$ cat src/rtl/regstat_pkg.sv
package regstat_pkg;
    typedef enum logic {
        ST_READY   = 1'b0,
        ST_PENDING = 1'b1
    } reg_state_e;
endpackage

$ cat src/rtl/regstat_entry.sv
module regstat_entry
    import regstat_pkg::*;
#(
    parameter int DW = 32,
    parameter int TW = 4
) (
    input  logic          clk,
    input  logic          rst,
    input  logic          wr_issue,
    input  logic [TW-1:0] issue_tag,
    input  logic          bc_valid,
    input  logic [TW-1:0] bc_tag,
    input  logic [DW-1:0] bc_value,
    output logic          pend_o,
    output logic [TW-1:0] tag_o,
    output logic [DW-1:0] value_o
);
    reg_state_e    state_q, state_d;
    logic [TW-1:0] tag_q, tag_d;
    logic [DW-1:0] value_q, value_d;
    logic          bc_hit;

    assign bc_hit = bc_valid && (state_q == ST_PENDING) && (bc_tag == tag_q);

    always_comb begin
        state_d = state_q;
        tag_d   = tag_q;
        value_d = value_q;
        unique case (state_q)
            ST_READY: begin
                if (wr_issue) begin
                    state_d = ST_PENDING;
                    tag_d   = issue_tag;
                end
            end
            ST_PENDING: begin
                if (bc_hit) begin
                    value_d = bc_value;
                end
                if (wr_issue) begin
                    state_d = ST_PENDING;
                    tag_d   = issue_tag;
                end else if (bc_hit) begin
                    state_d = ST_READY;
                    tag_d   = '0;
                end
            end
            default: begin
                state_d = ST_READY;
                tag_d   = '0;
            end
        endcase
    end

    always_ff @(posedge clk) begin
        if (rst) begin
            state_q <= ST_READY;
            tag_q   <= '0;
            value_q <= '0;
        end else begin
            state_q <= state_d;
            tag_q   <= tag_d;
            value_q <= value_d;
        end
    end

    always_comb begin
        pend_o  = (state_q == ST_PENDING);
        tag_o   = tag_q;
        value_o = value_q;
    end

    assert_reset_clears_R1: assert property (@(posedge clk)
        rst |=> (state_q == ST_READY && tag_q == '0 && value_q == '0));

    assert_issue_claims_R4: assert property (@(posedge clk) disable iff (rst)
        wr_issue |=> (state_q == ST_PENDING && tag_q == $past(issue_tag)));

    assert_result_lands_R5: assert property (@(posedge clk) disable iff (rst)
        (bc_hit && !wr_issue) |=> (state_q == ST_READY && value_q == $past(bc_value)));

    assert_stale_dropped_R6: assert property (@(posedge clk) disable iff (rst)
        (state_q == ST_PENDING && bc_valid && bc_tag != tag_q && !wr_issue)
        |=> (state_q == ST_PENDING && $stable(tag_q) && $stable(value_q)));

    assert_new_tag_wins_R9: assert property (@(posedge clk) disable iff (rst)
        (wr_issue && bc_hit) |=> (state_q == ST_PENDING && tag_q == $past(issue_tag)));

    assert_idle_holds_R11: assert property (@(posedge clk) disable iff (rst)
        (state_q == ST_READY && !wr_issue) |=> (state_q == ST_READY && $stable(value_q)));
endmodule

$ cat src/rtl/regstat_lookup.sv
module regstat_lookup #(
    parameter int NREG = 16,
    parameter int DW   = 32,
    parameter int TW   = 4,
    localparam int IW  = $clog2(NREG)
) (
    input  logic [IW-1:0]            sel,
    input  logic [NREG-1:0]          pend_vec,
    input  logic [NREG-1:0][TW-1:0]  tag_vec,
    input  logic [NREG-1:0][DW-1:0]  val_vec,
    input  logic                     bc_valid,
    input  logic [TW-1:0]            bc_tag,
    input  logic [DW-1:0]            bc_value,
    output logic                     ready,
    output logic [DW-1:0]            value,
    output logic [TW-1:0]            tag
);
    logic          sel_pend;
    logic [TW-1:0] sel_tag;
    logic [DW-1:0] sel_val;

    always_comb begin
        sel_pend = pend_vec[sel];
        sel_tag  = tag_vec[sel];
        sel_val  = val_vec[sel];
        if (!sel_pend) begin
            ready = 1'b1;
            value = sel_val;
            tag   = '0;
        end else if (bc_valid && bc_tag == sel_tag) begin
            ready = 1'b1;
            value = bc_value;
            tag   = '0;
        end else begin
            ready = 1'b0;
            value = sel_val;
            tag   = sel_tag;
        end
    end
endmodule

$ cat src/rtl/regstat_table.sv
module regstat_table #(
    parameter int NREG = 16,
    parameter int DW   = 32,
    parameter int TW   = 4,
    localparam int IW  = $clog2(NREG)
) (
    input  logic          clk,
    input  logic          rst,
    input  logic          iss_valid,
    input  logic [IW-1:0] iss_src_a,
    input  logic [IW-1:0] iss_src_b,
    input  logic [IW-1:0] iss_dst,
    input  logic [TW-1:0] iss_tag,
    input  logic          bc_valid,
    input  logic [TW-1:0] bc_tag,
    input  logic [DW-1:0] bc_value,
    output logic          src_a_ready,
    output logic [DW-1:0] src_a_value,
    output logic [TW-1:0] src_a_tag,
    output logic          src_b_ready,
    output logic [DW-1:0] src_b_value,
    output logic [TW-1:0] src_b_tag
);
    logic [NREG-1:0]         wr_vec;
    logic [NREG-1:0]         pend_vec;
    logic [NREG-1:0][TW-1:0] tag_vec;
    logic [NREG-1:0][DW-1:0] val_vec;

    for (genvar r = 0; r < NREG; r++) begin : g_reg
        assign wr_vec[r] = iss_valid && (iss_dst == IW'(r));
        regstat_entry #(.DW(DW), .TW(TW)) u_entry (
            .clk      (clk),
            .rst      (rst),
            .wr_issue (wr_vec[r]),
            .issue_tag(iss_tag),
            .bc_valid (bc_valid),
            .bc_tag   (bc_tag),
            .bc_value (bc_value),
            .pend_o   (pend_vec[r]),
            .tag_o    (tag_vec[r]),
            .value_o  (val_vec[r])
        );
    end

    regstat_lookup #(.NREG(NREG), .DW(DW), .TW(TW)) u_look_a (
        .sel(iss_src_a), .pend_vec(pend_vec), .tag_vec(tag_vec), .val_vec(val_vec),
        .bc_valid(bc_valid), .bc_tag(bc_tag), .bc_value(bc_value),
        .ready(src_a_ready), .value(src_a_value), .tag(src_a_tag)
    );

    regstat_lookup #(.NREG(NREG), .DW(DW), .TW(TW)) u_look_b (
        .sel(iss_src_b), .pend_vec(pend_vec), .tag_vec(tag_vec), .val_vec(val_vec),
        .bc_valid(bc_valid), .bc_tag(bc_tag), .bc_value(bc_value),
        .ready(src_b_ready), .value(src_b_value), .tag(src_b_tag)
    );

    assert_issue_tag_nonzero_R4: assert property (@(posedge clk) disable iff (rst)
        iss_valid |-> (iss_tag != '0));

    assert_pending_has_tag_R3: assert property (@(posedge clk) disable iff (rst)
        (!src_a_ready) |-> (src_a_tag != '0));
endmodule

$ cat config.mk
export PLATFORM = sky130hd
export DESIGN_NAME = regstat_table
export DESIGN_NICKNAME = d
export VERILOG_FILES = /design/src/rtl/regstat_pkg.sv /design/src/rtl/regstat_entry.sv /design/src/rtl/regstat_lookup.sv /design/src/rtl/regstat_table.sv
export SDC_FILE = /design/constraint.sdc
export NUM_CORES = 1
export LEC_CHECK = 0
export CORE_MARGIN = 8
export CORE_UTILIZATION = 35
export CTS_CLUSTER_DIAMETER = 30
export DETAILED_ROUTE_END_ITERATION = 10
export SLEW_MARGIN = 30
export SYNTH_ARGS = -nofsm -noshare
export SYNTH_HDL_FRONTEND = slang
export SYNTH_SLANG_ARGS = --single-unit
$ cat constraint.sdc
create_clock -name clk -period 3.7 [get_ports clk]
set_clock_uncertainty 0.05 [all_clocks]
set_input_delay 0.74 -clock clk [delete_from_list [all_inputs] [get_ports clk]]
set_output_delay 0.74 -clock clk [all_outputs]
set_load 0.05 [all_outputs]
==> impl_metrics.sql, run 1 <==
INSERT INTO impl_metrics (metric_group, metric, value, unit) VALUES
('power_and_ir_drop', 'ir_drop', '400', 'uV'),
('floorplanning', 'io-pin-count', '130', ''),
('place', 'globalplace.congestion', '0.906', ''),
('status', 'outcome', 'complete, but fails checks', ''),
('cells_and_area', 'area_growth', '28.9', '%'),
('setup_path', 'worst-path-max-fanout', '8', ''),
('global_routing', 'remaining_overflow_grt', '0', ''),
('floorplanning', 'die_h', '319', 'um'),
('cells_and_area', 'mostFrequentLayoutCells', 'sky130_fd_sc_hd__mux2i_1, sky130_fd_sc_hd__dfxtp_1, sky130_fd_sc_hd__nor2_1, sky130_fd_sc_hd__mux4_2, sky130_fd_sc_hd__buf_4', ''),
('logic_synthesis', 'postSynthRegisterBits', '592', ''),
('route', 'drt-total-wl', '105000', 'um'),
('global_routing', 'antenna_found_initial', '2', ''),
('clocking', 'insertion_delay', '650', 'ps'),
('logic_synthesis', 'synth.distinct_cells', '48', ''),
('logic_synthesis', 'post_synth_edffs', '0', ''),
('global_routing', 'grt_start_max_net_pins', '90', ''),
('logic_synthesis', 'syn_area', '32200', 'um2'),
('clocking', 'cts_buffers', '120', ''),
('min_path', 'min_delay_path_class', 'flop to flop', ''),
('setup_path', 'timing.critical_path.arrival', '3260', 'ps'),
('cells_and_area', 'most_common_cell_after_layout_fill_and_taps_aside', 'sky130_fd_sc_hd__mux2i_1', ''),
('sta', 'post-route-period-util', '109', '%'),
('logic_synthesis', 'synth_flop_cell', 'sky130_fd_sc_hd__dfxtp_1', ''),
('sta', 'report.final.setup_viol', '68', ''),
('sta', 'tightestPinTransition', '962', 'ps'),
('logic_synthesis', 'post_synth_inst_count', '3041', ''),
('route', 'wl_per_cell', '23.2', 'um'),
('cells_and_area', 'final_cells', '4505', ''),
('power_and_ir_drop', 'power.static_leakage', '19.1', 'nW'),
('floorplanning', 'core_region_area', '91400', 'um2'),
('setup_path', 'cp.buffers_inverters', '6', ''),
('logic_synthesis', 'synth.avg_cell_area', '10.6', 'um2'),
('sta', 'final_tns_setup', '-16680', 'ps'),
('setup_path', 'cp_top_family', 'buffers and inverters', ''),
('cells_and_area', 'finish.instance_area', '41500', 'um2'),
('place', 'place.detailed.instances', '4248', ''),
('route', 'num_vias', '25100', ''),
('setup_path', 'worst_path_max_delay_cell', 'sky130_fd_sc_hd__mux2_4', ''),
('setup_path', 'timing.critical_path.cells', 'buf_16 > buf_6 > buf_6 > mux2i_2 > a22oi_1 > o211ai_1 > mux2i_1 > a211oi_4 > nand4_1 > buf_4 > buf_12 > mux2_4 > buf_12', ''),
('global_routing', 'grt_pass1_vias', '25000', ''),
('setup_path', 'timing_worst_setup_path_type', 'primary input to output pin', ''),
('floorplanning', 'fp.dieArea', '102000', 'um2'),
('cells_and_area', 'drive_gt1_share', '29.7', '%'),
('route', 'route.antenna.remaining_nets', '0', ''),
('clocking', 'cts_htree_levels', '3', ''),
('sta', 'timing.final.hold_violations', '0', ''),
('sta', 'timing.final.ws_setup', '-347', 'ps'),
('setup_path', 'critical_path_required', '2910', 'ps'),
('logic_synthesis', 'synth_fp_nets', '3097', ''),
('job', 'max-cap-violations', '0', ''),
('route', 'drt_first_pass_iters', '7', ''),
('clocking', 'clk_pin_slew', '40', 'ps'),
('logic_synthesis', 'ys_top_cells_by_area', 'sky130_fd_sc_hd__dfxtp_1, sky130_fd_sc_hd__mux4_2, sky130_fd_sc_hd__mux2i_1', ''),
('power_and_ir_drop', 'power_density', '460', 'nW/um2'),
('cells_and_area', 'design.final.nets', '3271', ''),
('sta', 'finalCriticalPeriod', '4050', 'ps'),
('place', 'place_ws', '-428', 'ps'),
('sta', 'slew-limit-headroom', '35.7', '%'),
('floorplanning', 'num_rows', '111', ''),
('logic_synthesis', 'netlist.top_cell.by_area', 'sky130_fd_sc_hd__dfxtp_1', ''),
('global_routing', 'groute.usage.overall', '19.8', '%'),
('status', 'failing_checks', 'setup timing', ''),
('power_and_ir_drop', 'power.total', '19.1', 'mW'),
('setup_path', 'critical_path.endpoint_type', 'output pin', ''),
('logic_synthesis', 'synth_largest_type_area_fraction', '36.9', '%'),
('setup_path', 'timing.critical_path.from_type', 'primary input', ''),
('cells_and_area', 'utilization', '45.4', '%'),
('sta', 'final.hold.worst_slack', '414', 'ps'),
('floorplanning', 'start_util', '35.2', '%'),
('route', 'drt_iter0_drc', '2464', ''),
('sta', 'max_clock_freq', '0.247', 'GHz');
-- cell type report --
type / count / area (um2)
repair buffers: 373 / 4480
well taps: 1186 / 1480
flip-flops and latches: 592 / 11900
inverters: 11 / 41.3
fillers: 8363 / 49900
clock inverters: 67 / 853
clock buffers: 158 / 3390
diodes: 1 / 2.50
multi-input cells: 2117 / 19300
-- registers in the layout (all words and copies together) (netlist names) --
register / flops
g.u_entry.tag_o: 64
g.u_entry.value_o: 512
g.u_entry.pend_o: 16
-- power by group --
group          switching, mW  internal, mW  leakage [nW]
clock network           3.62          7.46          2.05
registers             0.0209          6.40          4.79
logic                  0.909         0.634          12.2
total                   4.55          14.5          19.1
-- synthesized netlist by cell type, types with 2 or more instances --
| cell type | instances |
|---|---|
| sky130_fd_sc_hd__a211oi_1 | 50 |
| sky130_fd_sc_hd__a21oi_1 | 164 |
| sky130_fd_sc_hd__a221oi_1 | 4 |
| sky130_fd_sc_hd__a222oi_1 | 3 |
| sky130_fd_sc_hd__a22o_1 | 2 |
| sky130_fd_sc_hd__a22oi_1 | 10 |
| sky130_fd_sc_hd__a22oi_2 | 2 |
| sky130_fd_sc_hd__a31oi_1 | 6 |
| sky130_fd_sc_hd__and2_1 | 31 |
| sky130_fd_sc_hd__buf_1 | 38 |
| sky130_fd_sc_hd__buf_2 | 79 |
| sky130_fd_sc_hd__buf_4 | 5 |
| sky130_fd_sc_hd__buf_6 | 5 |
| sky130_fd_sc_hd__clkbuf_1 | 194 |
| sky130_fd_sc_hd__dfxtp_1 | 592 |
| sky130_fd_sc_hd__inv_1 | 11 |
| sky130_fd_sc_hd__mux2_1 | 3 |
| sky130_fd_sc_hd__mux2_2 | 44 |
| sky130_fd_sc_hd__mux2_4 | 29 |
| sky130_fd_sc_hd__mux2i_1 | 573 |
| sky130_fd_sc_hd__mux4_2 | 290 |
| sky130_fd_sc_hd__nand2_1 | 158 |
| sky130_fd_sc_hd__nand2b_1 | 3 |
| sky130_fd_sc_hd__nand3_1 | 75 |
| sky130_fd_sc_hd__nand4_1 | 15 |
| sky130_fd_sc_hd__nor2_1 | 518 |
| sky130_fd_sc_hd__nor2b_1 | 26 |
| sky130_fd_sc_hd__nor3_1 | 22 |
| sky130_fd_sc_hd__o211ai_1 | 4 |
| sky130_fd_sc_hd__o21ai_0 | 3 |
| sky130_fd_sc_hd__o22ai_1 | 7 |
| sky130_fd_sc_hd__or2_2 | 2 |
| sky130_fd_sc_hd__xnor2_1 | 17 |
| sky130_fd_sc_hd__xor2_1 | 42 |
-- kinds of logic after synthesis --
| family | Yosys count | share of synthesized area, % |
|---|---|---|
| flops | 592 | 36.9 |
| mux | 939 | 41.1 |
| xor+xnor | 59 | 1.61 |
| simple gates | 857 | 11.1 |
| buf+inv | 332 | 4.36 |
| compound gates | 262 | 4.92 |
-- metal layers --
| layer | global-route usage [%] | wire length (um) | vias up |
|---|---|---|---|
| met5 | 0 | 0 | - |
| met1 | 26.8 | 45500 | 12600 |
| li1 | - | - | 11400 |
| met3 | 3.69 | 7630 | 177 |
| met4 | 6.42 | 2600 | 0 |
| met2 | 31.9 | 48900 | 971 |
-- worst reg2reg max path: cells and delay by family, from the launching register on --
kind | cells | cell delay (ps)
XOR/XNOR | 1 | 180
buffers and inverters | 1 | 430
flip-flops | 1 | 370
multiplexers | 1 | 160
AND/OR/NAND/NOR | 3 | 830
-- path summary, 6_finish.rpt --
path,from,end,slack (ps),cells past startpoint
max,iss_src_a[1],src_a_value[0],-350,13
min,g_reg[8].u_entry.value_o[30]$_SDFFE_PP0P_,g_reg[8].u_entry.value_o[30]$_SDFFE_PP0P_,410,2
max reg2reg,g_reg[7].u_entry.tag_o[3]$_SDFFE_PP0P_,g_reg[7].u_entry.value_o[20]$_SDFFE_PP0P_,1530,6
min reg2reg,g_reg[8].u_entry.value_o[30]$_SDFFE_PP0P_,g_reg[8].u_entry.value_o[30]$_SDFFE_PP0P_,410,2
-- timing repair --
| item | 4_1_cts | 5_1_grt |
|---|---|---|
| endpoints found under the setup margin | 69 | 70 |
| pin swaps | 10 | 10 |
| gates cloned | 3 | 3 |
| setup buffers | 20 | 7 |
| gates resized for setup | 120 | 32 |
Note: power is estimated with default switching activity, not from simulation.
==> run 2: changes to the inputs <==
- SLEW_MARGIN: 30 -> 25
==> results of run 2 <==
Same layout as run 1: the final DEF is identical, and so are final timing and power.
==> run 3: changes to the inputs <==
- CTS_CLUSTER_SIZE: not set -> 24
- clock period: 3.7 -> 4.35 ns (I/O delays scaled with it)
==> run 3 against run 2 <==
The run now ends clean. Cell area shrank 1.9%. Die area is the same. Setup slack better by 370 ps. Clock power up 4%. Non-clock buffer count is 136 lower. Final cell count is 2.2% lower. Global-route usage shrank 0.43 points. Largest power group unchanged. Highest routed layer unchanged.
==> impl_metrics.sql, run 3 (synthesis results as in run 1) <==
INSERT INTO impl_metrics (metric_group, metric, value, unit) VALUES
('floorplanning', 'die_h', '319', 'um'),
('clocking', 'cts.hold.buffers_added', '0', ''),
('route', 'num_vias', '24700', ''),
('clocking', 'cts_htree_levels', '4', ''),
('cells_and_area', 'most_common_cell_after_layout_fill_and_taps_aside', 'sky130_fd_sc_hd__dfxtp_1', ''),
('clocking', 'clk_pin_slew', '50', 'ps'),
('floorplanning', 'io-pin-count', '130', ''),
('route', 'drt_first_pass_iters', '6', ''),
('setup_path', 'path_common_cell', 'sky130_fd_sc_hd__buf_12', ''),
('floorplanning', 'num_rows', '111', ''),
('sta', 'final_tns_setup', '0', 'ps'),
('status', 'outcome', 'completed', ''),
('setup_path', 'cp_top_family', 'multiplexers', ''),
('global_routing', 'remaining_overflow_grt', '0', ''),
('cells_and_area', 'multi_input_gate_area', '19000', 'um2'),
('setup_path', 'timing.critical_path.cells', 'mux4_2 > nor2b_1 > a211oi_2 > a21oi_2 > xnor2_2 > nand4_1 > buf_4 > buf_12 > mux2_2 > buf_12', ''),
('place', 'final_hpwl_dp', '59100', 'um'),
('route', 'route.antenna.remaining_nets', '0', ''),
('sta', 'report.final.setup_viol', '0', ''),
('power_and_ir_drop', 'ir_drop', '389', 'uV'),
('setup_path', 'timing_worst_setup_path_type', 'flop to output pin', ''),
('cells_and_area', 'largest_register_ffs', '512', ''),
('setup_path', 'critical_path_required', '3430', 'ps'),
('power_and_ir_drop', 'power_density', '446', 'nW/um2'),
('clocking', 'cts-root-to-sink-buffers', '3', ''),
('power_and_ir_drop', 'power.static_leakage', '18.5', 'nW'),
('clocking', 'insertion_delay', '720', 'ps'),
('sta', 'slew-limit-headroom', '29.8', '%'),
('setup_path', 'timing.critical_path.from_type', 'flop', ''),
('clocking', 'cts_buffers', '141', ''),
('place', 'io_buffers', '129', ''),
('sta', 'timing.final.hold_violations', '0', ''),
('floorplanning', 'fp.dieArea', '102000', 'um2'),
('floorplanning', 'core_region_area', '91400', 'um2'),
('route', 'wl_per_cell', '23.4', 'um'),
('route', 'drt_drc_violations_left', '0', ''),
('sta', 'max_clock_freq', '0.231', 'GHz'),
('sta', 'tightestPinTransition', '1050', 'ps'),
('cells_and_area', 'drive_gt1_share', '25.7', '%'),
('route', 'drt-total-wl', '103000', 'um'),
('sta', 'finalCriticalPeriod', '4320', 'ps'),
('cells_and_area', 'area_growth', '26.5', '%'),
('place', 'placed_cell_area', '35200', 'um2'),
('clocking', 'cts_root_buf', 'sky130_fd_sc_hd__clkbuf_16', ''),
('floorplanning', 'start_util', '35.2', '%'),
('route', 'drt_iter0_drc', '2174', ''),
('place', 'globalplace.congestion', '0.873', ''),
('cells_and_area', 'design.final.nets', '3156', ''),
('place', 'place_ws', '78.1', 'ps'),
('sta', 'report.final.slew_viol_count', '0', ''),
('cells_and_area', 'mostFrequentLayoutCells', 'sky130_fd_sc_hd__dfxtp_1, sky130_fd_sc_hd__mux2i_1, sky130_fd_sc_hd__nor2_1, sky130_fd_sc_hd__mux4_2, sky130_fd_sc_hd__a21oi_1', ''),
('sta', 'post-route-period-util', '99.4', '%'),
('global_routing', 'groute.usage.overall', '19.4', '%'),
('cells_and_area', 'finish.instance_area', '40700', 'um2'),
('global_routing', 'antenna_found_initial', '2', ''),
('clocking', 'numClockSinks', '592', ''),
('setup_path', 'critical_path.endpoint_type', 'output pin', ''),
('global_routing', 'grt_start_max_net_pins', '135', ''),
('min_path', 'min_delay_path_class', 'flop to flop', ''),
('global_routing', 'grt_pass1_vias', '24500', ''),
('job', 'max-cap-violations', '0', ''),
('clocking', 'cts_tree', 'done', ''),
('cells_and_area', 'ff_latch_area', '11900', 'um2'),
('route', 'detail_route.vias_per_cell', '5.60', ''),
('setup_path', 'worst_path_max_delay_cell', 'sky130_fd_sc_hd__mux4_2', ''),
('sta', 'rsz0062_at_grt', 'yes', ''),
('setup_path', 'cp_slowest_stage_delay', '470', 'ps'),
('sta', 'timing.final.ws_setup', '26.4', 'ps'),
('setup_path', 'timing.critical_path.arrival', '3400', 'ps'),
('setup_path', 'cp.buffers_inverters', '3', ''),
('cells_and_area', 'utilization', '44.5', '%'),
('global_routing', 'grt_pass1_wl', '154000', 'um'),
('floorplanning', 'die_width', '319', 'um'),
('cells_and_area', 'fillers', '8373', ''),
('setup_path', 'worst-path-max-fanout', '8', '');
-- run 3: cell count changes in the layout (fill, tap and decap cells not counted), sizes merged, moves of 2 or more --
cell	previous run	this run
buf	319	185
bufbuf	2	0
clkinv	29	38
bufinv	15	29
inv	19	13
clkbuf	164	182
-- run 3: final timing paths --
path	from	endpoint	slack, ps	depth (start not counted)
max	g_reg[12].u_entry.tag_o[2]$_SDFFE_PP0P_	src_a_value[29]	30	10
min	g_reg[8].u_entry.value_o[23]$_SDFFE_PP0P_	g_reg[8].u_entry.value_o[23]$_SDFFE_PP0P_	410	2
max reg2reg	g_reg[7].u_entry.tag_o[2]$_SDFFE_PP0P_	g_reg[7].u_entry.value_o[4]$_SDFFE_PP0P_	1790	6
min reg2reg	g_reg[8].u_entry.value_o[23]$_SDFFE_PP0P_	g_reg[8].u_entry.value_o[23]$_SDFFE_PP0P_	410	2
-- run 3: worst reg2reg max path: cells and delay by family (launching register included) --
family / cells / cell delay (ps)
AND/OR/NAND/NOR: 3 / 1120
buffers and inverters: 1 / 510
flip-flops: 1 / 350
multiplexers: 1 / 210
XOR/XNOR: 1 / 180
-- run 3: cell type report --
| class | instances | share of cell area, % |
|---|---|---|
| repair buffers | 237 | 7.38 |
| flip-flops and latches | 592 | 29.2 |
| well taps | 1186 | 3.65 |
| inverters | 11 | 0.102 |
| diodes | 2 | 0.0123 |
| multi-input cells | 2117 | 46.7 |
| clock buffers | 176 | 9.55 |
| clock inverters | 83 | 3.46 |
-- run 3: stage by stage --
step	hold slack (ps)	total power, mW	instances
finish	414	18.1	4404
global route	431	18.6	4403
CTS	414	18.3	4395
detailed placement	410	6.70	4136
floorplan	389	6.30	3041
global placement	401	6.70	4136
-- run 3: what timing repair did --
| action | in CTS | in global routing |
|---|---|---|
| pin swaps | 0 | 4 |
| setup endpoints to repair | 15 | 62 |
| gates resized for setup | 2 | 23 |
| buffers inserted | 0 | 4 |
| gates cloned | 0 | 3 |
-- run 3: routing by layer --
metal	GRT usage, %	wire length, um	vias up
met5	0	0	-
met4	6.75	2770	0
met3	4.09	7310	183
met2	30.7	48000	931
met1	26.1	44800	12400
li1	-	-	11200
-- run 3: power by group --
group	internal, mW	total, mW	switching (mW)
combinational	0.415	1.13	0.720
sequential	5.46	5.48	0.0197
clock	8.07	11.5	3.46
total	13.9	18.1	4.20
